### src/rtl/flash_dec_pkg.sv
package flash_dec_pkg;

    localparam int DEF_BITS = 3;

    typedef enum logic {
        SRC_BOUNDARY = 1'b0,
        SRC_COUNT    = 1'b1
    } code_src_e;

endpackage

### src/rtl/fd_boundary.sv
module fd_boundary #(
    parameter int NUM_CMP = 7
) (
    input  logic [NUM_CMP-1:0] cmp,
    output logic [NUM_CMP:0]   onehot
);

    localparam int EXT_W = NUM_CMP + 2;

    logic [EXT_W-1:0] ext;

    // virtual comparator below the bank reads high, the one above reads low
    assign ext = {1'b0, cmp, 1'b1};

    genvar g;
    generate
        for (g = 0; g <= NUM_CMP; g++) begin : g_pair
            assign onehot[g] = ext[g] & ~ext[g+1];
        end
    endgenerate

endmodule

### src/rtl/fd_or_encode.sv
module fd_or_encode #(
    parameter int N_BITS = 3,
    parameter int IN_W   = 8
) (
    input  logic [IN_W-1:0]   onehot,
    output logic [N_BITS-1:0] code
);

    genvar b;
    generate
        for (b = 0; b < N_BITS; b++) begin : g_bit
            always_comb begin
                code[b] = 1'b0;
                for (int i = 0; i < IN_W; i++) begin
                    if (((i >> b) & 1) == 1) begin
                        code[b] = code[b] | onehot[i];
                    end
                end
            end
        end
    endgenerate

endmodule

### src/rtl/fd_bubble_check.sv
module fd_bubble_check #(
    parameter int N_BITS  = 3,
    parameter int NUM_CMP = 7
) (
    input  logic [NUM_CMP-1:0] cmp,
    output logic               bubble,
    output logic [N_BITS-1:0]  ones
);

    logic [NUM_CMP-1:0] inv_pair;

    genvar g;
    generate
        assign inv_pair[0] = 1'b0;
        for (g = 1; g < NUM_CMP; g++) begin : g_inv
            assign inv_pair[g] = cmp[g] & ~cmp[g-1];
        end
    endgenerate

    assign bubble = |inv_pair;

    always_comb begin
        ones = '0;
        for (int i = 0; i < NUM_CMP; i++) begin
            ones = ones + N_BITS'(cmp[i]);
        end
    end

endmodule

### src/rtl/flash_therm_decoder.sv
module flash_therm_decoder
    import flash_dec_pkg::*;
#(
    parameter int N_BITS = DEF_BITS
) (
    input  logic                      clk,
    input  logic                      rst,
    input  logic [(2**N_BITS)-2:0]    cmp_in,
    output logic [N_BITS-1:0]         code_out,
    output logic                      bubble_err
);

    localparam int NUM_CMP = (2**N_BITS) - 1;
    localparam int OH_W    = NUM_CMP + 1;

    typedef struct packed {
        logic [NUM_CMP-1:0] smp;
        logic [N_BITS-1:0]  code;
        logic               err;
    } dec_state_t;

    dec_state_t st_d, st_q;

    logic [OH_W-1:0]   oh_w;
    logic [N_BITS-1:0] enc_code_w;
    logic [N_BITS-1:0] ones_w;
    logic              bubble_w;
    code_src_e         src_w;

    fd_boundary #(.NUM_CMP(NUM_CMP)) boundary_i (
        .cmp    (st_q.smp),
        .onehot (oh_w)
    );

    fd_or_encode #(.N_BITS(N_BITS), .IN_W(OH_W)) encode_i (
        .onehot (oh_w),
        .code   (enc_code_w)
    );

    fd_bubble_check #(.N_BITS(N_BITS), .NUM_CMP(NUM_CMP)) bubble_i (
        .cmp    (st_q.smp),
        .bubble (bubble_w),
        .ones   (ones_w)
    );

    assign src_w = bubble_w ? SRC_COUNT : SRC_BOUNDARY;

    always_comb begin
        st_d     = st_q;
        st_d.smp = cmp_in;
        st_d.err = bubble_w;
        case (src_w)
            SRC_COUNT:    st_d.code = ones_w;
            default:      st_d.code = enc_code_w;
        endcase
    end

    always_ff @(posedge clk) begin
        if (rst) begin
            st_q <= '0;
        end else begin
            st_q <= st_d;
        end
    end

    assign code_out   = st_q.code;
    assign bubble_err = st_q.err;

endmodule

### config.mk
export PLATFORM = sky130hd
export DESIGN_NAME = flash_therm_decoder
export DESIGN_NICKNAME = d
export VERILOG_FILES = /design/src/rtl/flash_dec_pkg.sv /design/src/rtl/fd_boundary.sv /design/src/rtl/fd_or_encode.sv /design/src/rtl/fd_bubble_check.sv /design/src/rtl/flash_therm_decoder.sv
export SDC_FILE = /design/constraint.sdc
export NUM_CORES = 1
export LEC_CHECK = 0
export BUFFER_PORTS_ARGS = -buffer_cell sky130_fd_sc_hd__buf_2
export CAP_MARGIN = 20
export CORE_AREA = 5 5 42 44
export CTS_BUF_LIST = sky130_fd_sc_hd__clkbuf_2 sky130_fd_sc_hd__clkbuf_4 sky130_fd_sc_hd__clkbuf_8
export DETAILED_ROUTE_END_ITERATION = 16
export DIE_AREA = 0 0 47 49
export GPL_ROUTABILITY_DRIVEN = 0
export PLACE_DENSITY = 0.78
export SYNTH_ARGS = -nofsm -noshare
export SYNTH_HDL_FRONTEND = slang
export SYNTH_SLANG_ARGS = --single-unit
### constraint.sdc
create_clock -name clk -period 2.9 [get_ports clk]
set_input_delay 0.58 -clock clk [delete_from_list [all_inputs] [get_ports clk]]
set_output_delay 0.58 -clock clk [all_outputs]
set_load 0.02 [all_outputs]
* Word level (Yosys, flattened, before mapping) *
Cells that the tools add are included.

storage, ports and cells
  input bits = 9
  word-level logic and storage cells = 40
  output and inout bits = 4
  bits in registers = 11

operators by class
  add/subtract/negate cells = 6
  mux-type cells = 2
  bitwise gates (word level) = 28
  reductions and logical operators = 1

operator list
  cell              count
  $add A3 B1 Y3     5
  $and A1 B1 Y1     12
  $or A1 B1 Y1      9
  $not A1 Y1        7
  $reduce_or A6 Y1  1
  $mux W3           1
  $add A1 B1 Y2     1
  $mux W1           1

* Depth between registers and ports, before layout *
  word-level depth = 7
  depth in mapped cells = 9
  mapped depth without buffers = 9

* Cells and area by module *
Synthesis repeated with hierarchy kept, for this count alone.

second synthesis, totals
  cells, all modules = 61
  area, all modules = 579.3 um2

modules (own cells, without submodules)
  module               area each (um2)  seq. area each (um2)  instances  cells an instance
  flash_therm_decoder  341.6            220.2                 1          29
  fd_bubble_check      163.9            0.0                   1          21
  fd_boundary          51.3             0.0                   1          8
  fd_or_encode         22.5             0.0                   1          3

* Worst setup path before layout *
Ideal clock, no wire load.

  path type = reg-to-reg
  start = register st_q[5] (netlist bit)
  end = register st_q (netlist bit code_out[2])
  path slack = 200 ps
  period minus slack after synthesis = 2700 ps
  stages on the path, launching flop included = 10
  data arrival time = 2614 ps
  path buffers = 0
  data required time = 2814 ps
  cells stage by stage = dfxtp_1 > inv_1 > ha_1 > fa_1 > fa_1 > inv_1 > ha_1 > fa_1 > xnor2_1 > a221oi_2

on the way
  word-level cells in the longest chain between the ends = 7
  elaborated cells between the ends (all ways) = 12

ends and longest elaborated chain
  element                     RTL line                   RTL
  start: declaration          flash_therm_decoder.sv:22  dec_state_t st_d, st_q;
  start signal: assignment    flash_therm_decoder.sv:62  st_q <= st_d;
  $add A1 B1 Y2               fd_bubble_check.sv:25      ones = ones + N_BITS'(cmp[i]);
  $add A3 B1 Y3 (5 in a row)  fd_bubble_check.sv:25
  $mux W3 (*)                 flash_therm_decoder.sv:52  case (src_w)

Every way passes the cells marked *; elsewhere a longest branch is shown, timed or not.
A chain may end at the register's enable or synchronous reset.

* Final worst setup path *
Same ends and word-level chain as after synthesis.

==> results by group <==
Run status
  • Outcome: completed

Timing
  • Worst-Margin Slew: 0.286 ns
  • Setup TNS: 0 ns
  • Final hold violations: 0
  • Post-route minimum period: 2.70 ns
  • RSZ-0062 raised after global routing: no
  • Max-slew violations: 0
  • Fmax: 371 MHz
  • Max_slew headroom: 81.0%
  • Final Cycle Share: 93.0%
  • Worst setup margin: 0.204 ns
  • Final Setup Violations: 0
  • Final Skew: around 0.0015 ns

Die
  • Site Rows: 14
  • Initial Util: between 40% and 50%
  • Die Y: 49 um
  • IO Count: 13
  • Die footprint: 2300 um^2
  • Die span in x: 47 um
  • Floorplan core area: 1400 um^2

Drt
  • DR WL/cell: 11.5 um
  • Routed vias/inst: 4.81
  • DR iter-0 viols: 5
  • Pre-antenna DRT Iters: 4
  • Antenna-violating nets left: 0
  • Post-Route WL: 1010 um
  • Via count: 423
  • Remaining DRCs: 0

Power
  • VDD IR max: around 280 uV
  • Sequential Power Share: 45.3%
  • P_sw: 108 uW
  • Combinational share of power: between 20% and 30%
  • Internal power: roughly 270 uW
  • Leak Pwr: roughly 0.33 nW
  • Pwr/cell area: ~550 nW/um^2
  • Total power: 378 uW
  • Sw frac: 28.5%
  • Clock Power Share: 30.9%

Hold path
  • Hold_sp: cmp_in[0]
  • Class of the tightest hold or removal check: in2reg
  • WHS Endpoint: st_q[4]
  • Hold Crit Depth: 2

Synth
  • Post-synth cell types: 21
  • Post-Syn Nets: 72
  • #FFs+latches synth: 11
  • Post-synthesis cell count: 56
  • Syn avg cell area: 10.3 um^2
  • Count of warnings emitted by yosys: 0
  • Xor/xnor cell area share of the yosys netlist: 1.52%
  • Synth Area in Simple Gates: around a fifth
  • Synth Area in Adders: about a fifth
  • Synth Area in Compound Gates: 12.8%
  • Post-synthesis cell area: 578 um^2
  • Largest family of logic cells by synthesized area: adder cells
  • Mux cell area share after synthesis: 2.60%
  • Post-synthesis sequential area ratio: a little under two fifths

Place
  • IO buf count: 12
  • Worst slack at placement: 0.214 ns
  • Area after DPL: about 660 um^2
  • Post-detail-place hpwl: just over 800 um

Critical path
  • Maximum fanout along the worst path: 2
  • Reg2Reg Setup Slack: 0.20 ns
  • Reg2reg start: st_q[5]
  • Crit path kind: reg2reg
  • Reg2reg path depth: 9
  • CP Capture Type: flip-flop
  • Critical Path RT: a little over 3 ns
  • CP Data Arrival Time: 2.89 ns
  • Reg2reg end: code_out[2]
  • Crit path launch type: flip-flop

Clock network
  • CTS sink cnt: 11
  • Clock buffer depth: 2
  • Resized Gates After CTS: 0
  • CTS Hold Bufs: 0
  • Worst-Skew Late Latency: 0.27 ns
  • H-tree lvl count: 1
  • Setup Buffers After CTS: 0
  • CTS root buf: clkbuf_4
  • CTS tree: yes
  • TritonCTS buffer count: 3
  • Reg clk slew, reported paths: 0.07 ns

GRT
  • Largest net degree at the start of global routing: 12
  • Initial antenna violation count: 0
  • Vias in the first global route: 475
  • GRT overflow: 0
  • Overall routing resource usage: 10.6%
  • First-pass GRT wire length: 1750 um

Cells and area
  • Share of post-route cells with drive strength above 1: around 33%
  • Cell area after layout: 692 um^2
  • N_diodes: 0
  • Area Overhead vs Synth: 19.7%
  • Post-layout nets: 89

Job
  • Number of max-cap violations: 0
==> placed cells by master, fill, tap and decap left out <==
master,instances
clkbuf_4,4
fa_1,3
o21ai_2,1
mux2_4,1
buf_2,12
nor2_1,1
o31a_1,1
a21oi_2,1
nand2b_1,1
ha_1,4
buf_4,1
a221oi_2,2
dfxtp_1,11
nor2b_1,8
nor3_4,1
or2_4,1
xnor2_1,1
nand2_1,3
o22ai_1,2
and2_1,1
inv_1,10
and3_1,1
o21ai_0,1
==> final cells by class <==
type / count / area, um^2
Fill cell: 135 / 709
Multi-Input combinational cell: 34 / 317
Sequential cell: 11 / 220
Timing Repair Buffer: 13 / 67.6
Inverter: 10 / 37.5
Clock buffer: 4 / 30.0
Tap cell: 16 / 20.0
==> flip-flops by register name, summed over array words and instances (netlist names) <==
register	count
code_out	3
st_q	7
bubble_err	1
==> synth_stat cells <==
cell / count / area share, %
dfxtp_1: 11 / 38
inv_1: 10 / 6.5
nor2b_1: 8 / 8.7
ha_1: 4 / 8.7
fa_1: 3 / 10
nand2_1: 3 / 1.9
a221oi_2: 2 / 5.2
o22ai_1: 2 / 2.2
a21oi_2: 1 / 1.5
and2_1: 1 / 1.1
and3_1: 1 / 1.1
clkbuf_1: 1 / 0.65
mux2_4: 1 / 2.6
nand2b_1: 1 / 1.1
nor2_1: 1 / 0.65
nor3_4: 1 / 2.8
o21ai_0: 1 / 0.86
o21ai_2: 1 / 1.5
o31a_1: 1 / 1.5
or2_4: 1 / 1.5
xnor2_1: 1 / 1.5
==> routing by layer <==
metal  up-vias  share of wire [%]  global-route usage (%)
met2        14                 52                    18.3
li1        211                  -                       -
met3         3                7.7                    5.17
met1       195                 38                    9.44
met5         -                  0                       0
met4         0                1.9                    5.99
==> critical path, stage by stage, from the launching register on <==
cell and delay (ns):
dfxtp_1 0.33, inv_1 0.04, ha_1 0.28, fa_1 0.47, fa_1 0.49, inv_1 0.04, ha_1 0.18, fa_1 0.37
xnor2_1 0.15, a221oi_2 0.25
==> logic make-up after synthesis <==
kind of cell	count (synthesis)
adders and majority gates	7
DFF	11
muxes	1
buffers and inverters	11
and+or+nand+nor	17
xor gates and xnor gates	1
AOI/OAI and AO/OA	8
==> worst max-delay path by stage <==
stage,from,to,slack (ns),depth (start not counted)
5_1_grt,st_q[5],code_out[2],0.09,9
4_1_cts,st_q[5],code_out[2],0.19,9
3_3_place_gp,st_q[5],code_out[2],0.27,9
6_report,st_q[5],code_out[2],0.20,9
2_1_floorplan,st_q[5],code_out[2],0.20,9
3_5_place_dp,st_q[5],code_out[2],0.21,9
==> power by group through the flow <==
stage | clock, mW | combinational (mW) | sequential [mW]
floorplan | 0 | 0.0550 | 0.185
global placement | 0 | 0.0876 | 0.174
detailed placement | 0 | 0.0907 | 0.175
CTS | 0.116 | 0.0912 | 0.171
global route | 0.126 | 0.102 | 0.173
finish | 0.117 | 0.0895 | 0.171
==> metrics by stage <==
step                utilization (%)  std cells  hold WS, ns
CTS                            49.4         88        0.519
global route                   49.4         88        0.515
detailed placement             47.2         84        0.629
floorplan                         -         56        0.555
global placement               47.2         84        0.596
finish                         49.4         88        0.512
Power figures use the tool's default switching activity.
